$ cat src/rtl/xbank_pkg.sv
package xbank_pkg;
  localparam int NREG  = 12;
  localparam int BYTEW = 8;

  typedef struct packed {
    logic       chr_inv;
    logic       prg_inv;
    logic [3:0] idx;
  } sel_t;

  function automatic logic [7:0] reg_reset_val(input int i);
    case (i)
      0: return 8'h00;
      1: return 8'h02;
      2: return 8'h04;
      3: return 8'h05;
      4: return 8'h06;
      5: return 8'h07;
      6: return 8'h00;
      7: return 8'h01;
      8: return 8'hFE;
      default: return 8'hFF;
    endcase
  endfunction

  function automatic logic [NREG*BYTEW-1:0] all_reset();
    logic [NREG*BYTEW-1:0] v;
    for (int i = 0; i < NREG; i++) v[i*BYTEW +: BYTEW] = reg_reset_val(i);
    return v;
  endfunction

  // register feeding an effective 1 KiB pattern slot (after inversion)
  function automatic logic [3:0] chr_reg_index(input logic [2:0] eslot, input logic ext);
    case (eslot)
      3'd0: return 4'd0;
      3'd1: return ext ? 4'd10 : 4'd0;
      3'd2: return 4'd1;
      3'd3: return ext ? 4'd11 : 4'd1;
      3'd4: return 4'd2;
      3'd5: return 4'd3;
      3'd6: return 4'd4;
      default: return 4'd5;
    endcase
  endfunction

  // register feeding an 8 KiB PRG slot in extended mode
  function automatic logic [3:0] prg_reg_index(input logic [1:0] slot, input logic inv);
    case (slot)
      2'd0: return inv ? 4'd8 : 4'd6;
      2'd1: return 4'd7;
      2'd2: return inv ? 4'd6 : 4'd8;
      default: return 4'd9;
    endcase
  endfunction
endpackage

$ cat src/rtl/xbank_port.sv
module xbank_port
  import xbank_pkg::*;
(
  input  logic        clk,
  input  logic        rst_n,
  input  logic        cpu_we,
  input  logic [15:0] cpu_addr,
  input  logic [7:0]  cpu_data,
  output logic        sel_wr,
  output logic        data_wr,
  output sel_t        sel_q
);
  logic in_window;
  assign in_window = cpu_we && (cpu_addr[15:13] == 3'b100);
  assign sel_wr    = in_window && !cpu_addr[0];
  assign data_wr   = in_window &&  cpu_addr[0];

  always_ff @(posedge clk or negedge rst_n) begin
    if (!rst_n) begin
      sel_q <= '0;
    end else if (sel_wr) begin
      sel_q.chr_inv <= cpu_data[7];
      sel_q.prg_inv <= cpu_data[6];
      sel_q.idx     <= cpu_data[3:0];
    end
  end
endmodule

$ cat src/rtl/xbank_regfile.sv
module xbank_regfile
  import xbank_pkg::*;
#(
  parameter int N = NREG,
  parameter int W = BYTEW,
  localparam int IW = $clog2(N + 1)
) (
  input  logic           clk,
  input  logic           rst_n,
  input  logic           data_wr,
  input  logic [3:0]     wr_idx,
  input  logic [W-1:0]   wr_data,
  output logic [N*W-1:0] regs_flat
);
  for (genvar g = 0; g < N; g++) begin : g_reg
    logic hit;
    assign hit = data_wr && (wr_idx == 4'(g));
    always_ff @(posedge clk or negedge rst_n) begin
      if (!rst_n)   regs_flat[g*W +: W] <= W'(reg_reset_val(g));
      else if (hit) regs_flat[g*W +: W] <= wr_data;
    end
  end
endmodule

$ cat src/rtl/xbank_chr_mux.sv
module xbank_chr_mux
  import xbank_pkg::*;
#(
  parameter int N = NREG,
  parameter int W = BYTEW
) (
  input  logic [N*W-1:0] regs_flat,
  input  logic           ext_en,
  input  logic           chr_inv,
  input  logic [12:10]   ppu_hi,
  output logic [W-1:0]   chr_bank
);
  logic [2:0]   eslot;
  logic [3:0]   ridx;
  logic [W-1:0] raw;

  assign eslot = {ppu_hi[12] ^ chr_inv, ppu_hi[11:10]};
  assign ridx  = chr_reg_index(eslot, ext_en);
  assign raw   = regs_flat[ridx*W +: W];

  always_comb begin
    if (!ext_en && !eslot[2]) chr_bank = {raw[W-1:1], ppu_hi[10]};
    else                      chr_bank = raw;
  end
endmodule

$ cat src/rtl/xbank_prg_mux.sv
module xbank_prg_mux
  import xbank_pkg::*;
#(
  parameter int N  = NREG,
  parameter int W  = BYTEW,
  parameter int CW = 6,
  localparam logic [W-1:0] LAST  = W'((1 << CW) - 1),
  localparam logic [W-1:0] NEXT  = W'((1 << CW) - 2),
  localparam logic [W-1:0] CMASK = W'((1 << CW) - 1)
) (
  input  logic [N*W-1:0] regs_flat,
  input  logic           ext_en,
  input  logic           prg_inv,
  input  logic [1:0]     slot,
  output logic [W-1:0]   prg_bank
);
  logic [3:0]   ridx;
  logic [W-1:0] raw;
  logic         fixed_last, fixed_next;

  assign ridx       = prg_reg_index(slot, prg_inv);
  assign raw        = regs_flat[ridx*W +: W];
  assign fixed_last = (slot == 2'd3);
  assign fixed_next = (slot == (prg_inv ? 2'd0 : 2'd2));

  always_comb begin
    if (ext_en)          prg_bank = raw;
    else if (fixed_last) prg_bank = LAST;
    else if (fixed_next) prg_bank = NEXT;
    else                 prg_bank = raw & CMASK;
  end
endmodule

$ cat src/rtl/xbank_xlat.sv
module xbank_xlat
  import xbank_pkg::*;
#(
  parameter int PRG_CLASSIC_W = 6
) (
  input  logic        clk,
  input  logic        rst_n,
  input  logic        ext_en,
  input  logic        cpu_we,
  input  logic [15:0] cpu_addr,
  input  logic [7:0]  cpu_data,
  input  logic [12:0] ppu_addr,
  output logic [7:0]  prg_bank,
  output logic [7:0]  chr_bank
);
  logic                  sel_wr, data_wr;
  sel_t                  sel_q;
  logic [NREG*BYTEW-1:0] regs_flat;

  xbank_port u_port (
    .clk(clk), .rst_n(rst_n), .cpu_we(cpu_we), .cpu_addr(cpu_addr),
    .cpu_data(cpu_data), .sel_wr(sel_wr), .data_wr(data_wr), .sel_q(sel_q)
  );

  xbank_regfile #(.N(NREG), .W(BYTEW)) u_regs (
    .clk(clk), .rst_n(rst_n), .data_wr(data_wr), .wr_idx(sel_q.idx),
    .wr_data(cpu_data), .regs_flat(regs_flat)
  );

  xbank_chr_mux #(.N(NREG), .W(BYTEW)) u_chr (
    .regs_flat(regs_flat), .ext_en(ext_en), .chr_inv(sel_q.chr_inv),
    .ppu_hi(ppu_addr[12:10]), .chr_bank(chr_bank)
  );

  xbank_prg_mux #(.N(NREG), .W(BYTEW), .CW(PRG_CLASSIC_W)) u_prg (
    .regs_flat(regs_flat), .ext_en(ext_en), .prg_inv(sel_q.prg_inv),
    .slot(cpu_addr[14:13]), .prg_bank(prg_bank)
  );
endmodule

$ cat config.mk
export PLATFORM = sky130hd
export DESIGN_NAME = xbank_xlat
export DESIGN_NICKNAME = d
export VERILOG_FILES = /design/src/rtl/xbank_pkg.sv /design/src/rtl/xbank_port.sv /design/src/rtl/xbank_regfile.sv /design/src/rtl/xbank_chr_mux.sv /design/src/rtl/xbank_prg_mux.sv /design/src/rtl/xbank_xlat.sv
export SDC_FILE = /design/constraint.sdc
export NUM_CORES = 1
export LEC_CHECK = 0
export ABC_CLOCK_PERIOD_IN_PS = 5600
export CORE_ASPECT_RATIO = 1.25
export CORE_MARGIN = 5
export CORE_UTILIZATION = 55
export DETAILED_ROUTE_END_ITERATION = 8
export PLACE_DENSITY = 0.85
export SYNTH_ARGS = -nofsm -noshare
export SYNTH_HDL_FRONTEND = slang
export SYNTH_SLANG_ARGS = --single-unit
$ cat constraint.sdc
create_clock -name clk -period 5.6 [get_ports clk]
set_input_delay 0.84 -clock clk [delete_from_list [all_inputs] [get_ports clk]]
set_output_delay 0.84 -clock clk [all_outputs]
set_load 0.03 [all_outputs]
==> metrics.md, run 1 <==
| Metric | Value |
|---|---|
| Finished Layout Cells | 537 |
| Pins over their slew limit | 0 |
| Fmax | 0.222 GHz |
| Synth top area cells | dfrtp_1 (31%), mux2_2 (25%), dfstp_2 (22%) |
| RSZ-0062 raised after global routing | false |
| Crit start category | input port |
| CP required | between 4000 and 5000 ps |
| HPWL Detailed | around 7000 µm |
| Fin crit share | 0.805 |
| Number of diodes | 0 |
| Final worst path period need | around 4500 ps |
| R2R depth | 4 |
| CP arrival | 3670 ps |
| First-pass GRT wire length | 16,900 µm |
| Setup violators final | 0 |
| Share of cells above drive strength 1 | 0.428 |
| Post-synthesis register bit count | 102 |
| Top Family by Delay on Critical Path | buffers and inverters |
| Worst Tran Pin Value | approximately 980 ps |
| Setup slack, reg-to-reg | ~3400 ps |
| Multi-input logic area | approximately 2300 µm² |
| Bufs and invs on worst path | 2 |
| Placed Cells | 521 |
| Setup TNS Final | 0 ps |
| Syn Inst Count | around 380 |
| Overall power | 1.91 mW |
| CTS Buf Count | 9 |
| Setup CP Type | input port to output port |
| Syn-to-layout area delta | 14.6% |
| Slowest-stage cell, CP | xnor2_1 |
| Final #Nets | 450 |
| Post-CTS Setup Bufs | 0 |
| Static leakage | 2.55 nW |
| Largest net degree at the start of global routing | 71 |
| Max Fanout on Critical Path | 12 |
| Total Wirelength | 10,400 µm |
| IO Port Bufs | 34 |
| Post-CTS Resized | 0 |
| Power per cell area | 333 nW/µm² |
| GRT Resource Usage Total | 0.201 |
| Vias in the first global route | roughly 3,300 |
| Synth Cell Area | 4990 µm² |
| Post-DR vias/cell | 5.93 |
| TritonCTS clock tree | yes |
| H-tree depth | 3 |
| Yosys warnings | 0 |
| Critical Path Max Stage Delay | 780 ps |
| Status | finished clean |
| Register area | roughly 2600 µm² |
| Total of max-cap violations | 0 |
| Crit path capture type | output port |
| CTS root buf | clkbuf_16 |
| Seq/Total Area, Yosys | 0.522 |
| Gpl congestion | approximately 0.83 |
| Iter 0 DRT Violations | between 100 and 150 |
| GR Overflow Total | 0 |
| Height of the chip | 117 µm |
| DRC viols | 0 |
| Initial antenna violation count | 0 |
| Via Count | about 3,200 |
| Relative slew margins | 0.343 |
| Final hold vios | 0 |
| Avg WL per Cell | roughly 19 µm |
| Die width | ~95 µm |
| Hold WC Path Type | input port to async pin |
| CTS Hold Bufs | 0 |
| Yosys top cell by area | dfrtp_1 |
| Synth unique cells | 40 |
| Critical-path cell list | clkdlybuf4s50_1 -> xnor2_1 -> nor2_1 -> a2111oi_0 -> a21oi_1 -> clkdlybuf4s50_1 |
| CTS max path bufs | 2 |
| Clk Latency, worst-skew pair | between 300 and 400 ps |
| RR Startpoint | u_port.sel_q[2]$_DFFE_PN0P_ |
| Num ports | 57 |
| Final ANT Viol Nets | 0 |
| Std-Cell Rows | 39 |
| Yosys top cell area share | 0.306 |
| Die ar. | about 11,000 µm² |
| Worst-path clk slew | around 70 ps |
| Initial core utilization | 0.553 |
| Clock skew | ~6.6 ps |
| Core ar. | about 9000 µm² |
| Worst R2R End | u_regs.regs_flat[47]$_DFFE_PN0P_ |
| Synth Area per Inst | 13.0 µm² |
| Cell repeated most along the worst path | clkdlybuf4s50_1 |
| Clock sinks | 102 |
| Pre-antenna DRT Iters | 4 |
| Synth Net Count | approximately 430 |
| Fill count | about 670 |
| Worst VDD drop | roughly 0.12 mV |
-- sequential cells by signal, summed over array words and instances, names as in the netlist --
signal / cells
u_port.sel_q: 6
u_regs.regs_flat: 96
-- cell usage in the layout, fill, tap and decap left out, drive strengths merged, types with 2 or more instances in the layout --
cell type,count
mux2,110
dfrtp,61
dfstp,41
clkdlybuf4s50,33
mux2i,30
nand2,22
nor3,15
clkbuf,12
a21oi,10
a22oi,10
o21ai,8
nor2,8
a2111oi,7
nor2b,7
buf,6
xnor2,3
inv,3
nand3,3
clkinv,3
and2,2
o211a,2
nor3b,2
-- cell families after synthesis --
family / share of synthesized area
AO/OA/AOI/OAI: 0.0644
XOR/XNOR: 0.00702
buffers and inverters: 0.0228
flip-flops: 0.522
multiplexers: 0.308
AND/OR/NAND/NOR: 0.0759
-- final cells by class --
class / instances / area share
clock inverters: 4 / 0.00787
flip-flops and latches: 102 / 0.455
well taps: 123 / 0.0269
clock buffers: 12 / 0.0448
repair buffers: 39 / 0.0656
multi-input cells: 254 / 0.398
inverters: 3 / 0.00197
-- metrics by stage --
step	utilization	hold WS, ps	instance area (µm²)	setup WS (ps)
2_1_floorplan	-	452	4990	2360
4_1_cts	0.634	437	5720	1110
3_5_place_dp	0.600	492	5420	1140
5_1_grt	0.634	462	5720	799
3_3_place_gp	0.600	466	5420	1170
6_report	0.634	432	5720	1090
-- routing by layer --
metal | vias to the layer above | GRT usage | share of wire
li1 | 1462 | - | -
met1 | 1635 | 0.262 | 0.43
met2 | 64 | 0.331 | 0.50
met3 | 26 | 0.0232 | 0.033
met4 | 0 | 0.103 | 0.032
met5 | - | 0 | 0
-- power by group --
part | internal [mW] | switching (mW) | leakage [nW]
Combinational | 0.181 | 0.194 | 1.15
Clock | 0.368 | 0.254 | 0.152
Sequential | 0.844 | 0.0646 | 1.24
Total | 1.39 | 0.513 | 2.55
-- worst max path at each step --
stage	start	to	slack (ps)	cells after the start
global route	ppu_addr[12]	chr_bank[6]	800	6
floorplan	ppu_addr[12]	chr_bank[1]	2360	4
global placement	ppu_addr[12]	chr_bank[7]	1170	6
CTS	ppu_addr[12]	chr_bank[1]	1110	6
detailed placement	ppu_addr[12]	chr_bank[1]	1140	6
finish	ppu_addr[12]	chr_bank[6]	1090	6
-- cell usage after synthesis (all sizes together) --
cell / count
a2111oi: 7
a211o: 1
a211oi: 1
a21oi: 10
a22oi: 10
a311oi: 1
a31oi: 1
and2: 2
buf: 4
clkbuf: 21
dfrtp: 61
dfstp: 41
inv: 3
mux2: 110
mux2i: 30
nand2: 22
nand2b: 1
nand3: 3
nand4bb: 1
nor2: 8
nor2b: 7
nor3: 15
nor3b: 2
nor4b: 1
nor4bb: 1
o211a: 2
o211ai: 1
o21ai: 8
o221ai: 1
o311a: 1
o31ai: 1
o32a: 1
or4b: 1
xnor2: 3
xor2: 1
Note: power is estimated with default switching activity, not from simulation.
==> run 2, diff against run 1 <==
ABC_CLOCK_PERIOD_IN_PS = 3900   (was 5600)
CORE_UTILIZATION = 51   (was 55)
PLACE_DENSITY = 0.83   (was 0.85)
clock period = 3.9 ns   (was 5.6 ns; I/O delays follow)
==> run 2 against run 1 <==
Compared with the run above:
- first-iteration DRC count up 83%
- clock skew decreased by 1.3 ps
- critical endpoint is now chr_bank[0]
- via count increased by 0.56%
- register-to-register slack worse by 1700 ps
- sequential share of layout area is 0.26 points lower
- core utilization fell by 3.5 points
==> metrics.md, run 2 (synthesis gave the netlist of run 1 again) <==
| Metric | Value |
|---|---|
| Total Wirelength | 11,000 µm (was 10,400 µm) |
| Initial core utilization | 0.520 (was 0.553) |
| Slowest-stage cell, CP | clkdlybuf4s50_1 (was xnor2_1) |
| Via Count | 3,205 (was 3,187) |
| Share of cells above drive strength 1 | 0.450 (was 0.428) |
| Final ANT Viol Nets | 0 (unchanged) |
| Worst R2R End | u_regs.regs_flat[50]$_DFFE_PN0P_ (was u_regs.regs_flat[47]$_DFFE_PN0P_) |
| HPWL Detailed | 7780 µm (was 6950 µm) |
| Power per cell area | 480 nW/µm² (was 333 nW/µm²) |
| Pre-antenna DRT Iters | 4 (unchanged) |
| CP arrival | 2910 ps (was 3670 ps) |
| Fmax | 0.286 GHz |
| Pre-CTS setup slack | 497 ps (was 1140 ps) |
| Max Fanout on Critical Path | 9 (was 12) |
| Die ar. | 11,900 µm² (was 11,100 µm²) |
| Overall power | 2.76 mW (was 1.91 mW) |
| Setup TNS Final | 0 ps (unchanged) |
| Finished Layout Cells | 546 (was 537) |
| Status | finished clean (unchanged) |
| Pins over their slew limit | 0 (unchanged) |
| Std-Cell Rows | 40 (was 39) |
| Clock sinks | 102 (unchanged) |
| Worst-path clk slew | 60 ps (was 70 ps) |
| Total of max-cap violations | 0 (unchanged) |
| Num ports | 57 (unchanged) |
| Cell repeated most along the worst path | clkdlybuf4s50_1 (unchanged) |
| Post-CTS Setup Bufs | 0 (unchanged) |
| CTS max path bufs | 2 (unchanged) |
| Setup slack, reg-to-reg | 1730 ps (was 3410 ps) |
| Final #Nets | 456 (was 450) |
| H-tree depth | 3 (unchanged) |
| Crit start category | input port (unchanged) |
| CP required | 3310 ps (was 4760 ps) |
| Crit path capture type | output port (unchanged) |
| Final hold vios | 0 (unchanged) |
| Worst Tran Pin Value | 628 ps (was 979 ps) |
| First-pass GRT wire length | 17,900 µm (was 16,900 µm) |
| Syn-to-layout area delta | 15.2% (was 14.6%) |
| Placed Cells | 530 (was 521) |
| IO Port Bufs | 34 (unchanged) |
| CTS root buf | clkbuf_16 (unchanged) |
| Critical Path Max Stage Delay | 730 ps (was 780 ps) |
| RSZ-0062 raised after global routing | false (unchanged) |
| Post-DR vias/cell | 5.87 (was 5.93) |
| Number of diodes | 0 (unchanged) |
| Gpl congestion | 0.813 (was 0.833) |
| Clock skew | 5.30 ps (was 6.62 ps) |
| TritonCTS clock tree | yes (unchanged) |
| Avg WL per Cell | 20.2 µm (was 19.3 µm) |
| Registers with the most flip-flops | u_regs.regs_flat x96, u_port.sel_q x6 (unchanged) |
| Most frequent cells in the layout | mux2_2 (109), dfrtp_1 (61), dfstp_2 (41) (unchanged) |
| Top Family by Delay on Critical Path | buffers and inverters (unchanged) |
| Final worst path period need | roughly 3500 ps |
| Hold WC Path Type | input port to async pin (unchanged) |
| DRC viols | 0 (unchanged) |
| Vias in the first global route | 3,420 (was 3,280) |
| CTS Buf Count | 9 (unchanged) |
| Setup ws final | 403 ps (was 1090 ps) |
| Setup CP Type | input port to output port (unchanged) |
| GRT Resource Usage Total | 0.193 (was 0.201) |
| Die width | 98.5 µm (was 95.2 µm) |
| R2R depth | 4 (unchanged) |
| Critical-path cell list | clkdlybuf4s50_1 -> nor2b_1 -> a211oi_1 -> o32a_1 -> a31oi_1 -> clkdlybuf4s50_1 (was clkdlybuf4s50_1 -> xnor2_1 -> nor2_1 -> a2111oi_0 -> a21oi_1 -> clkdlybuf4s50_1) |
| RR Startpoint | u_port.sel_q[2]$_DFFE_PN0P_ (unchanged) |
| Initial antenna violation count | 0 (unchanged) |
| Post-CTS Resized | 0 (unchanged) |
| Height of the chip | 121 µm (was 117 µm) |
| Relative slew margins | 0.576 (was 0.343) |
| Fin crit share | 0.897 |
| Iter 0 DRT Violations | 242 (was 132) |
| Largest net degree at the start of global routing | 43 (was 71) |
| Setup violators final | 0 (unchanged) |
| Clk Latency, worst-skew pair | 340 ps (about the same) |
| GR Overflow Total | 0 (unchanged) |
| Static leakage | 2.58 nW (was 2.55 nW) |
| Bufs and invs on worst path | 2 (unchanged) |
| Most flops, register | u_regs.regs_flat (unchanged) |
| Most common cell after layout, fill and taps aside | mux2_2 (unchanged) |
| Worst VDD drop | 0.228 mV (was 0.124 mV) |
| CTS Hold Bufs | 0 (unchanged) |
| Max reg flops | 96 (unchanged) |
| Core ar. | 9610 µm² (was 9030 µm²) |
| Worst hold slack | 142 ps (was 432 ps) |
run 2: where the power goes:
| group | switching, mW | total, mW | internal [mW] |
|---|---|---|---|
| combinational | 0.288 | 0.550 | 0.263 |
| clock | 0.374 | 0.906 | 0.532 |
| sequential | 0.0925 | 1.30 | 1.21 |
run 2: stage by stage:
stage	area, µm²	util
floorplan	4990	-
global placement	5450	0.567
detailed placement	5450	0.567
CTS	5750	0.599
global route	5750	0.599
finish	5750	0.599
run 2: how the worst max path moves through the flow:
stage | from | end | slack (ps) | depth (start not counted)
after global placement | ppu_addr[11] | chr_bank[0] | 490 | 6
after CTS | ppu_addr[11] | chr_bank[0] | 420 | 6
after floorplan | ppu_addr[12] | chr_bank[1] | 1170 | 4
after detailed placement | ppu_addr[11] | chr_bank[0] | 500 | 6
after global routing | ppu_addr[11] | chr_bank[0] | 240 | 6
final | ppu_addr[11] | chr_bank[0] | 400 | 6
run 2: layout make-up:
class	count	area, µm²
Clock inverter	3	42.5
Clock buffer	13	260
Multi-Input combinational cell	254	2270
Timing Repair Buffer	45	403
Tap cell	126	158
Inverter	3	11.3
Fill cell	798	3860
Sequential cell	102	2600
run 2: metal layers:
metal  wire length [µm]  GRT usage  part of all wire  up-vias
li1                   -          -                 -     1472
met1               4730      0.241              0.43     1660
met2               5730      0.326              0.52       50
met3                267     0.0260             0.024       23
met4                306      0.101             0.028        0
met5                  0          0                 0        -
